`config.mk`:
```
export PLATFORM = sky130hd
export DESIGN_NAME = igate_top
export DESIGN_NICKNAME = d
export VERILOG_FILES = /design/src/rtl/igate_pkg.sv /design/src/rtl/igate_strap.sv /design/src/rtl/igate_misc_reg.sv /design/src/rtl/igate_resp.sv /design/src/rtl/igate_top.sv
export SDC_FILE = /design/constraint.sdc
export NUM_CORES = 1
export LEC_CHECK = 0
export BUFFER_PORTS_ARGS = -buffer_cell sky130_fd_sc_hd__clkbuf_2
export CAP_MARGIN = 20
export CORE_UTILIZATION = 41
export DETAILED_ROUTE_END_ITERATION = 8
export PLACE_DENSITY = 0.87
export SETUP_SLACK_MARGIN = 0.02
export SLEW_MARGIN = 30
export SYNTH_ARGS = -nofsm -noshare
export SYNTH_HDL_FRONTEND = slang
export SYNTH_SLANG_ARGS = --single-unit
```
`constraint.sdc`:
```
create_clock -name clk -period 4.4 [get_ports clk]
set_input_delay 0.88 -clock clk [delete_from_list [all_inputs] [get_ports clk]]
set_output_delay 0.88 -clock clk [all_outputs]
set_load 0.02 [all_outputs]
```
`src/rtl/igate_pkg.sv`:
```
package igate_pkg;

    localparam int DATA_W_DEF = 32;
    localparam int ADDR_W_DEF = 8;
    localparam int DONE_BIT_DEF = 2;

    typedef struct packed {
        logic devsel;
        logic trdy;
        logic stop;
    } tresp_t;

    localparam tresp_t RESP_IDLE  = '{devsel: 1'b0, trdy: 1'b0, stop: 1'b0};
    localparam tresp_t RESP_RETRY = '{devsel: 1'b1, trdy: 1'b0, stop: 1'b1};

    typedef enum logic [1:0] {
        SRC_NONE     = 2'd0,
        SRC_LOCAL    = 2'd1,
        SRC_EEPROM   = 2'd2,
        SRC_FALLBACK = 2'd3
    } set_src_e;

    function automatic tresp_t pick_resp(input logic done, input logic retry_now,
                                         input tresp_t normal);
        tresp_t r;
        if (done)           r = normal;
        else if (retry_now) r = RESP_RETRY;
        else                r = RESP_IDLE;
        return r;
    endfunction

endpackage

```
`src/rtl/igate_strap.sv`:
```
module igate_strap (
    input  logic clk,
    input  logic rst,
    input  logic strap_pin,
    output logic strap_q,
    output logic gpi_level
);
    logic sync1_q;

    // Tracks the pin while reset is held, freezes at release.
    always_ff @(posedge clk) begin
        if (rst) strap_q <= strap_pin;
    end

    always_ff @(posedge clk) begin
        sync1_q   <= strap_pin;
        gpi_level <= sync1_q;
    end
endmodule

```
`src/rtl/igate_misc_reg.sv`:
```
module igate_misc_reg
    import igate_pkg::*;
#(
    parameter int DATA_W    = DATA_W_DEF,
    parameter int ADDR_W    = ADDR_W_DEF,
    parameter int DONE_BIT  = DONE_BIT_DEF,
    parameter logic [ADDR_W-1:0] MISC_ADDR = 'h0C,
    parameter logic [DATA_W-1:0] MISC_RST  = 'h1
) (
    input  logic              clk,
    input  logic              rst,
    input  logic              loc_wr_en,
    input  logic [ADDR_W-1:0] loc_wr_addr,
    input  logic [DATA_W-1:0] loc_wr_data,
    input  logic              loc_master_present,
    input  logic              ee_done,
    input  logic              ee_present,
    input  logic [DATA_W-1:0] ee_first_word,
    input  logic [DATA_W-1:0] ee_misc_image,
    output logic [DATA_W-1:0] misc_q,
    output logic              init_done
);
    logic     hit_local;
    logic     ee_blank;
    logic     ee_load;
    logic     ee_fallback;
    set_src_e data_src;
    logic [DATA_W-1:0] body_next;
    logic              done_next;

    assign hit_local   = loc_wr_en && (loc_wr_addr == MISC_ADDR);
    assign ee_blank    = &ee_first_word;
    assign ee_load     = ee_done && ee_present && !ee_blank;
    assign ee_fallback = ee_done && !loc_master_present && (!ee_present || ee_blank);

    always_comb begin
        if (hit_local)        data_src = SRC_LOCAL;
        else if (ee_load)     data_src = SRC_EEPROM;
        else if (ee_fallback) data_src = SRC_FALLBACK;
        else                  data_src = SRC_NONE;
    end

    always_comb begin
        body_next = misc_q;
        done_next = misc_q[DONE_BIT];
        unique case (data_src)
            SRC_LOCAL:    body_next = loc_wr_data;
            SRC_EEPROM:   body_next = ee_misc_image;
            SRC_FALLBACK: body_next = misc_q;
            default:      body_next = misc_q;
        endcase
        done_next = misc_q[DONE_BIT]
                  | (hit_local && loc_wr_data[DONE_BIT])
                  | (ee_load && ee_misc_image[DONE_BIT])
                  | ee_fallback;
        body_next[DONE_BIT] = done_next;
    end

    always_ff @(posedge clk) begin
        if (rst) misc_q <= MISC_RST;
        else     misc_q <= body_next;
    end

    assign init_done = misc_q[DONE_BIT];
endmodule

```
`src/rtl/igate_resp.sv`:
```
module igate_resp
    import igate_pkg::*;
(
    input  logic   clk,
    input  logic   rst,
    input  logic   strap_q,
    input  logic   init_done,
    input  logic   acc_req,
    input  tresp_t normal,
    output tresp_t resp
);
    logic retry_q;

    always_ff @(posedge clk) begin
        if (rst) retry_q <= 1'b0;
        else     retry_q <= acc_req && strap_q && !init_done;
    end

    assign resp = pick_resp(init_done, retry_q, normal);
endmodule

```
`src/rtl/igate_top.sv`:
```
module igate_top
    import igate_pkg::*;
#(
    parameter int DATA_W   = DATA_W_DEF,
    parameter int ADDR_W   = ADDR_W_DEF,
    parameter int DONE_BIT = DONE_BIT_DEF,
    parameter logic [ADDR_W-1:0] MISC_ADDR = 'h0C,
    parameter logic [DATA_W-1:0] MISC_RST  = 'h1
) (
    input  logic              clk,
    input  logic              rst,
    input  logic              mode_strap,
    input  logic              acc_req,
    input  logic              dec_devsel,
    input  logic              dec_trdy,
    input  logic              dec_stop,
    input  logic              loc_wr_en,
    input  logic [ADDR_W-1:0] loc_wr_addr,
    input  logic [DATA_W-1:0] loc_wr_data,
    input  logic              loc_master_present,
    input  logic              ee_done,
    input  logic              ee_present,
    input  logic [DATA_W-1:0] ee_first_word,
    input  logic [DATA_W-1:0] ee_misc_image,
    output logic              tgt_devsel,
    output logic              tgt_trdy,
    output logic              tgt_stop,
    output logic              init_done,
    output logic [DATA_W-1:0] misc_rd,
    output logic              gpi_level
);
    logic   strap_q;
    tresp_t normal;
    tresp_t resp;

    igate_strap u_strap (
        .clk       (clk),
        .rst       (rst),
        .strap_pin (mode_strap),
        .strap_q   (strap_q),
        .gpi_level (gpi_level)
    );

    igate_misc_reg #(
        .DATA_W    (DATA_W),
        .ADDR_W    (ADDR_W),
        .DONE_BIT  (DONE_BIT),
        .MISC_ADDR (MISC_ADDR),
        .MISC_RST  (MISC_RST)
    ) u_misc (
        .clk                (clk),
        .rst                (rst),
        .loc_wr_en          (loc_wr_en),
        .loc_wr_addr        (loc_wr_addr),
        .loc_wr_data        (loc_wr_data),
        .loc_master_present (loc_master_present),
        .ee_done            (ee_done),
        .ee_present         (ee_present),
        .ee_first_word      (ee_first_word),
        .ee_misc_image      (ee_misc_image),
        .misc_q             (misc_rd),
        .init_done          (init_done)
    );

    assign normal = '{devsel: dec_devsel, trdy: dec_trdy, stop: dec_stop};

    igate_resp u_resp (
        .clk       (clk),
        .rst       (rst),
        .strap_q   (strap_q),
        .init_done (init_done),
        .acc_req   (acc_req),
        .normal    (normal),
        .resp      (resp)
    );

    assign tgt_devsel = resp.devsel;
    assign tgt_trdy   = resp.trdy;
    assign tgt_stop   = resp.stop;
endmodule

```
# After elaboration in Yosys (flattened, before gate mapping)
# Cells that the tools add are included.
# word_totals
mem_count	0
romBits	0
register_bits	36
ramBits	0
word_cells	34
latchBits	0
# op_classes
div	0
n_reduce_logical	16
magnitude_cmp	0
n_eq_ne	3
mux	6
mul	0
n_shift	0
bitwise_logic	3
addsub	0
# ops
op	n
$pmux W32 S2	1
$reduce_and A32 Y1	1
$logic_and A1 B1 Y1	9
$eq A8 B4 Y1 const B	1
$mux W2	3
$mux W3	2
$logic_not A1 Y1	4
$or A1 B1 Y1	3
$eq A2 B1 Y1 const B	1
$eq A2 B2 Y1 const B	1
$reduce_bool A2 Y1	1
$logic_or A1 B1 Y1	1

# Logic depth before layout (Yosys ltp)
# Gate-level depths: netlist of run 1.
# logic_depth
ltp_word	8
depth_mapped	6

# By module
# Synthesis of run 1 repeated with hierarchy kept, for this count alone.
# hier_totals
cells_unflattened	212
area_unflattened_um2	1786.7
# by_module_without_submodules
mod	area_each_um2	seq_area_each_um2	n_inst	cells_per_inst
igate_misc_reg	1654.1	640.6	1	204
igate_strap	70.1	70.1	1	3
igate_resp	62.6	20.0	1	5

# Least setup slack after synthesis of run 1
# OpenSTA, ideal clock, no wires.
# synth_path
path_type	input-to-reg
from	in ee_first_word[22]
to	reg u_misc.misc_q[2]
setup_time_ns	0.077
arrival_ns	2.262
setup_slack_ns	2.062
required_ns	4.323
cell_stages	5
path_cell_list	nand4_1 > or4_1 > buf_2 > or4b_1 > a41oi_2
# synth_between
elab_chain_cells	6
# synth_rtl
element	line_no	source
start: declaration	igate_top.sv:23	input logic [DATA_W-1:0] ee_first_word,
$reduce_and A32 Y1 *	igate_misc_reg.sv:32	assign ee_blank = &ee_first_word;
$logic_not A1 Y1	igate_misc_reg.sv:33	assign ee_load = ee_done && ee_present && !ee_blank;
$logic_and A1 B1 Y1	igate_misc_reg.sv:33	
$logic_and A1 B1 Y1	igate_misc_reg.sv:54	| (ee_load && ee_misc_image[DONE_BIT])
$or A1 B1 Y1	igate_misc_reg.sv:54	
$or A1 B1 Y1 *	igate_misc_reg.sv:55	| ee_fallback;
end signal: assignment	igate_misc_reg.sv:61	else misc_q <= body_next;
end: declaration	igate_misc_reg.sv:20	output logic [DATA_W-1:0] misc_q,
# Every way passes the cells marked *; elsewhere a longest branch is shown, timed or not.
# A chain may end at the register's enable or synchronous reset.

# Worst setup path after layout of run 1
# layout_path
from	in ee_first_word[22]
to	reg u_misc.misc_q[0]
# layout_between
elab_chain_cells	8
# layout_rtl
element	line_no	source
$reduce_and A32 Y1 *	igate_misc_reg.sv:32	
$logic_or A1 B1 Y1	igate_misc_reg.sv:34	assign ee_fallback = ee_done && !loc_master_present && (!ee_present || ee_blank);
$logic_and A1 B1 Y1	igate_misc_reg.sv:34	
$mux W2	igate_misc_reg.sv:39	else if (ee_fallback) data_src = SRC_FALLBACK;
$mux W2 *	igate_misc_reg.sv:38	else if (ee_load) data_src = SRC_EEPROM;
$mux W2 *	igate_misc_reg.sv:37	if (hit_local) data_src = SRC_LOCAL;
$eq A2 B2 Y1 / $eq A2 B1 Y1 (equally long branches)	igate_misc_reg.sv:46	unique case (data_src)
$pmux W32 S2 / $reduce_bool A2 Y1 (equally long branches)	-	
# Marked as above.

==> out/metrics.yaml, run 1 <==
worst_setup_path:
  r2r_start: "u_misc.misc_q[2]$_SDFF_PP0_"
  cp-end-kind: "flip-flop"
  critPathLaunchType: "primary input"
  path_max_fanout: 34
  path_buf_inv: 2
  max_stage_delay_ps: 510
  critPathTopFamily: "compound AO/OA/AOI/OAI gates"
  worstPathArrival_ps: 2570
  path_cells: "clkbuf_2 -> nand4_1 -> or4_1 -> buf_4 -> o21a_2 -> o211a_1"
  path_depth: 6
  endpoint: "u_misc.misc_q[0]$_SDFFE_PP1P_"
  cp-startpoint: "ee_first_word[22]"
  crit_slowest_cell: "or4_1"
  ff2ff_setup_slack_ps: 3530
  worstPathRequired_ps: 4570
  critPathKind: "primary input to flip-flop"
  rr_endpoint: "u_misc.misc_q[2]$_SDFF_PP0_"
  r2r_cells: 2
timing:
  finalMaxSlewViolations: 0
  timing.final.crit_period_ps: 2400
  fmax_mhz: 416
  finalHoldViolations: 0
  final.setup_skew_ps: 0.125
  setup_viol: 0
  slew_headroom: 0.560
  tns_ps: 0
  worst_pin_slew_ps: 651
  rsz0062_at_grt: "no"
  min_period_over_period: 0.546
drt:
  drt_pass1_iterations: 4
  post_drt_wl_per_cell_microns: 13.2
  vias_per_cell: 5.49
  drt_first_iter_violations: 143
  final_antenna_net_count: 0
  drcViolationCount: 0
  wirelength_microns: 5330
  vias: 2214
power_and_ir_drop:
  p_per_area_mw_per_mm2: 290
  leakage_nw: 1.18
  ir_drop_mv: 0.147
global_route:
  antenna_found_initial: 0
  grt_max_degree: 63
  grt_pass1_vias: 1908
  grt_overflow: 0
  grt_pass1_wl_microns: 8220
  grt_use_total: 0.232
finish:
  area_growth_pct: 49.1
  antenna_cells: 0
  fin_nets: 467
  fin_area_sq_mm: 0.00266
  drive_gt1_frac: 0.473
  fill_cells: 369
  stdcell_count: 403
clocking:
  path_clk_slew_ps: 60
  cts_resized: 0
  clk_latency_ps: 270
  clock_sinks: 36
  ctsHoldBuffers: 0
  tritoncts: "yes"
  post-cts-setup-buffer-count: 0
  htree_num_levels: 2
  cts_buffer_depth: 2
  numCtsBuffers: 5
  cts_root_buf: "clkbuf_8"
placement:
  place_hpwl_microns: 3910
  placed_cell_area_sq_mm: 0.00255
  io_buffers: 151
  dp_cells: 395
  gp_congestion: 0.807
run:
  drv_cap: 0
die:
  rows: 23
  core_sq_mm: 0.00409
  die_height_microns: 67.9
  dieArea_sq_mm: 0.00462
  dieWidth_microns: 67.9
  initial_utilization: 0.436
  pin_count: 152
synth:
  syn_avg_cell_area_sq_um: 8.29
  ys_ff_latch: 36
  synth_cell_type_count: 24
  syn_inst: 215
  syn-cell-area_sq_mm: 0.00178
  ys_seq_area_frac: 0.410
  synthesis.nets: 330
  ys.warnings.count: 0
hold_path:
  hold_path_class: "flip-flop to flip-flop"
status:
  status: "finished clean"
## final cells by class
| cell class | count | area (sq um) | area share |
|---|---|---|---|
| multi-input cells | 153 | 967 | 0.364 |
| repair buffers | 155 | 786 | 0.296 |
| flip-flops and latches | 36 | 731 | 0.275 |
| clock buffers | 6 | 72.6 | 0.0273 |
| well taps | 50 | 62.6 | 0.0235 |
| clock inverters | 2 | 35.0 | 0.0132 |
| inverters | 1 | 3.75 | 0.00141 |
## Yosys cell counts
cell	number	area [sq um]
or3b_2	1	8.76
clkbuf_1	23	86.3
or4_1	2	15.0
nor2_1	1	3.75
o211a_1	1	10.0
a41oi_1	1	8.76
nor3b_1	1	7.51
edfxtp_1	1	30.0
buf_4	1	7.51
o211ai_1	31	233
nand4_1	8	50.1
a41oi_2	1	16.3
nor4bb_1	2	20.0
nand2_1	64	240
and2_1	2	12.5
o21a_1	1	7.51
dfxtp_1	35	701
or4b_1	1	10.0
o2111ai_1	31	272
nand2b_1	3	18.8
a31oi_1	1	6.26
and4b_1	1	10.0
buf_2	1	5.00
inv_1	1	3.75
## worst min-delay path by stage
stage	depth (start not counted)	from	slack (ps)	to
floorplan	0	u_strap.sync1_q$_DFF_P_	310	u_strap.gpi_level$_DFF_P_
CTS	0	u_strap.sync1_q$_DFF_P_	330	u_strap.gpi_level$_DFF_P_
global placement	0	u_strap.sync1_q$_DFF_P_	310	u_strap.gpi_level$_DFF_P_
detailed placement	0	u_strap.sync1_q$_DFF_P_	310	u_strap.gpi_level$_DFF_P_
finish	0	u_strap.sync1_q$_DFF_P_	330	u_strap.gpi_level$_DFF_P_
global route	0	u_strap.sync1_q$_DFF_P_	340	u_strap.gpi_level$_DFF_P_
## worst reg2reg max path, stage by stage, from the launching register on
cell and delay, ps:
dfxtp_1 370, a41oi_1 240, a41oi_2 120
## power by group
| group | total [W] | switching, W | internal, W | leakage, nW |
|---|---|---|---|---|
| Sequential | 0.000354 | 0.00000924 | 0.000344 | 0.297 |
| Combinational | 0.000137 | 0.0000718 | 0.0000648 | 0.826 |
| Clock | 0.000282 | 0.000114 | 0.000168 | 0.0552 |
| Total | 0.000772 | 0.000195 | 0.000577 | 1.18 |
## placed cells by master (no fill, tap or decap), types with 2 or more instances in the layout
master and count:
o211ai_1 31, o2111ai_1 31, clkbuf_8 5, nand2b_1 3, nor4bb_1 2, nand2_1 64
and2_1 2, nand4_1 8, clkbuf_2 151, dfxtp_1 35, or4_1 2, buf_4 4
## metrics by stage
| stage | total power [W] | worst slack (ps) | hold slack, ps | utilization |
|---|---|---|---|---|
| after global routing | 0.000809 | 1900 | 341 | 0.650 |
| after global placement | 0.000496 | 1480 | 311 | 0.623 |
| after detailed placement | 0.000497 | 1710 | 312 | 0.624 |
| after CTS | 0.000779 | 2000 | 327 | 0.650 |
| after floorplan | 0.000422 | 2060 | 310 | - |
| final | 0.000772 | 2000 | 327 | 0.650 |
## logic make-up after synthesis
group                  count (synthesis)  synth area share
and+or+nand+nor                       86             0.222
AOI/OAI and AO/OA                     67             0.310
DFF                                   36             0.410
buffers and inverters                 26            0.0575
## sequential cells by signal, indices dropped and copies added (netlist names)
name	count
u_strap.strap_q	1
u_strap.sync1_q	1
u_misc.misc_q	32
u_strap.gpi_level	1
u_resp.retry_q	1
## layer usage
metal	wire (microns)	track usage	vias to the layer above
met5	0	0	-
met4	47	0.0807	0
met3	421	0.0533	7
met2	2570	0.407	101
met1	2300	0.272	1011
li1	-	-	1095
No activity file was read; power rests on OpenSTA's default activity.
==> run 2, diff against run 1 <==
--- a/config.mk
+++ b/config.mk
@@ -7,9 +7,9 @@
 export LEC_CHECK = 0
 export BUFFER_PORTS_ARGS = -buffer_cell sky130_fd_sc_hd__clkbuf_2
 export CAP_MARGIN = 20
-export CORE_UTILIZATION = 41
+export CORE_UTILIZATION = 38
 export DETAILED_ROUTE_END_ITERATION = 8
-export PLACE_DENSITY = 0.87
+export PLACE_DENSITY = 0.82
 export SETUP_SLACK_MARGIN = 0.02
 export SLEW_MARGIN = 30
 export SYNTH_ARGS = -nofsm -noshare
==> constraint.sdc (replaced) <==
create_clock -name clk -period 2.3 [get_ports clk]
set_input_delay 0.46 -clock clk [delete_from_list [all_inputs] [get_ports clk]]
set_output_delay 0.46 -clock clk [all_outputs]
set_load 0.02 [all_outputs]
==> run 2 against run 1 <==
The flow now finishes with violations (design-rule violations). Clock power grew 66%. Wire length rose by 9.4%. Global-route usage grew 0.69 points. Worst hold slack got worse by 31 ps. Critical endpoint is now u_misc.misc_q[2]$_SDFF_PP0_. Largest cell class unchanged.
==> out/metrics.yaml, run 2 (same netlist as run 1, synthesis figures left out) <==
hold_path:
  hold_depth: 1  # +1
  hold_path_end: "u_strap.sync1_q$_DFF_P_"
  hold_path_class: "primary input to flip-flop"
  hp-start: "mode_strap"
finish:
  drive_gt1_frac: 0.476  # +0.00337
  antenna_cells: 0  # unchanged
  layout_common_cells: "151 x clkbuf_2, 64 x nand2_1, 35 x dfxtp_1"
  area_growth_pct: 51.4
  fin_nets: 475  # +1.7%
  largest_register_ff_count: 32  # unchanged
  regMostFlops: "u_misc.misc_q"
  stdcell_count: 413  # +2.5%
  final_common_cell: "clkbuf_2"
die:
  rows: 24  # +4.3%
  dieWidth_microns: 70.5  # +3.8%
  dieArea_sq_mm: 0.00497  # +7.7%
  initial_utilization: 0.401  # -0.0351
  pin_count: 152  # unchanged
  die_height_microns: 70.5  # +3.8%
  core_sq_mm: 0.00444  # +8.8%
clocking:
  cts_root_buf: "clkbuf_8"
  htree_num_levels: 2  # unchanged
  cts_buffer_depth: 2  # unchanged
  ctsHoldBuffers: 0  # unchanged
  clk_latency_ps: 280  # about the same
  numCtsBuffers: 5  # unchanged
  tritoncts: "yes"
  post-cts-setup-buffer-count: 0  # unchanged
  clock_sinks: 36  # unchanged
  path_clk_slew_ps: 70  # about the same
  cts_resized: 0  # unchanged
drt:
  wirelength_microns: 5830  # +9.4%
  post_drt_wl_per_cell_microns: 14.1  # +6.7%
  drt_first_iter_violations: 108  # -24%
  final_antenna_net_count: 0  # unchanged
  drt_pass1_iterations: 6  # +2
  vias_per_cell: 5.48  # -0.17%
  vias: 2265  # +2.3%
  drcViolationCount: 25  # +25
global_route:
  grt_pass1_wl_microns: 9430  # +15%
  antenna_found_initial: 0  # unchanged
  grt_max_degree: 45  # -29%
  grt_use_total: 0.239  # +0.00695
  grt_overflow: 0  # unchanged
  grt_pass1_vias: 2149  # +13%
power_and_ir_drop:
  p_per_area_mw_per_mm2: 523  # +80%
  power_frac_comb: 0.191  # +0.014
  p_int_w: 0.00103  # +79%
  p_seq_frac: 0.478  # +0.020
  ir_drop_mv: 0.251  # +70%
  power.switching_w: 0.000381  # +96%
  power_w: 0.00141  # +83%
  leakage_nw: 1.21  # +2.6%
  switching_share: 0.270  # +0.0175
  clockPowerShare: 0.331  # -0.034
worst_setup_path:
  r2r_cells: 2  # unchanged
  critPathLaunchType: "primary input"
  worstPathArrival_ps: 1940  # -630 ps
  critPathKind: "primary input to flip-flop"
  r2r_start: "u_misc.misc_q[2]$_SDFF_PP0_"
  rr_endpoint: "u_misc.misc_q[2]$_SDFF_PP0_"
  path_cells: "clkbuf_2 -> nand4_1 -> or4_1 -> or4b_1 -> a41oi_2"
  path_max_fanout: 4  # -88%
  ff2ff_setup_slack_ps: 1400  # -2130 ps
  cp-end-kind: "flip-flop"
  max_stage_delay_ps: 600  # +90 ps
  worstPathRequired_ps: 2510  # -2060 ps
  crit_slowest_cell: "or4_1"
placement:
  pre_cts_ws_ps: 272  # -1440 ps
  io_buffers: 151  # unchanged
  place_hpwl_microns: 4430  # +13%
  dp_cells: 405  # +2.5%
  gp_congestion: 0.793  # -1.8%
timing:
  timing.final.crit_period_ps: 1730
  final.setup_skew_ps: 0.108  # -0.0170 ps
  fmax_mhz: 577
  fin_ws_ps: 566  # -1430 ps
  setup_viol: 0  # unchanged
  min_period_over_period: 0.754
  whs_ps: 296  # -30.9 ps
  worst_pin_slew_ps: 609  # -42.0 ps
  slew_headroom: 0.593  # +0.0330
  tns_ps: 0  # unchanged
  rsz0062_at_grt: "no"
  finalHoldViolations: 0  # unchanged
  finalMaxSlewViolations: 0  # unchanged
status:
  violations: "design-rule violations"
  status: "finished, violations left"
run:
  drv_cap: 0  # unchanged
-- run 2: cell count changes in the layout (fill, tap and decap cells not counted) --
| cell | previous run | this run |
|---|---|---|
| bufinv_16 | 1 | 0 |
| and4b_2 | 1 | 0 |
| o21a_1 | 0 | 1 |
| o21a_2 | 1 | 0 |
| and4b_1 | 0 | 1 |
| clkinv_2 | 1 | 0 |
| buf_4 | 4 | 12 |
| clkbuf_1 | 1 | 2 |
| clkbuf_8 | 5 | 6 |
-- run 2: stage by stage --
| stage | util | area [sq um] |
|---|---|---|
| after floorplan | - | 1780 |
| after global routing | 0.608 | 2700 |
| final | 0.608 | 2700 |
| after global placement | 0.587 | 2610 |
| after CTS | 0.608 | 2700 |
| after detailed placement | 0.587 | 2610 |
-- run 2: critical path, delay by kind of cell --
family                 cells  cell delay (ps)
AO/OA/AOI/OAI              1              170
buffers and inverters      1               80
AND/OR/NAND/NOR            3             1240
-- run 2: metal layers --
layer,vias to the layer above,track usage,share of wire
met1,1044,0.259,0.40
met4,0,0.0635,0.0079
met5,-,0,0
li1,1115,-,-
met3,7,0.0707,0.077
met2,99,0.448,0.52
-- run 2: cell type report --
cell class	count	area (sq um)
Clock buffer	8	90.1
Sequential cell	36	731
Tap cell	52	65.1
Multi-Input combinational cell	153	965
Fill cell	413	1740
Inverter	1	3.75
Timing Repair Buffer	163	846
-- run 2: how the worst max path moves through the flow --
stage / from / endpoint / slack [ps] / cells after the start
2_1_floorplan: ee_first_word[22] / u_misc.misc_q[2]$_SDFF_PP0_ / 380 / 5
3_3_place_gp: ee_first_word[23] / u_misc.misc_q[2]$_SDFF_PP0_ / 340 / 5
3_5_place_dp: ee_first_word[22] / u_misc.misc_q[2]$_SDFF_PP0_ / 270 / 5
4_1_cts: ee_first_word[22] / u_misc.misc_q[2]$_SDFF_PP0_ / 570 / 5
5_1_grt: ee_first_word[21] / u_misc.misc_q[2]$_SDFF_PP0_ / 500 / 5
6_report: ee_first_word[22] / u_misc.misc_q[2]$_SDFF_PP0_ / 570 / 5
-- run 2: power by group through the flow --
stage	Combinational (W)	Sequential [W]	Clock, W
after global placement	0.000265	0.000689	0
after global routing	0.000293	0.000679	0.000512
after CTS	0.000272	0.000676	0.000481
after floorplan	0.0000827	0.000724	0
final	0.000270	0.000676	0.000467
after detailed placement	0.000270	0.000690	0
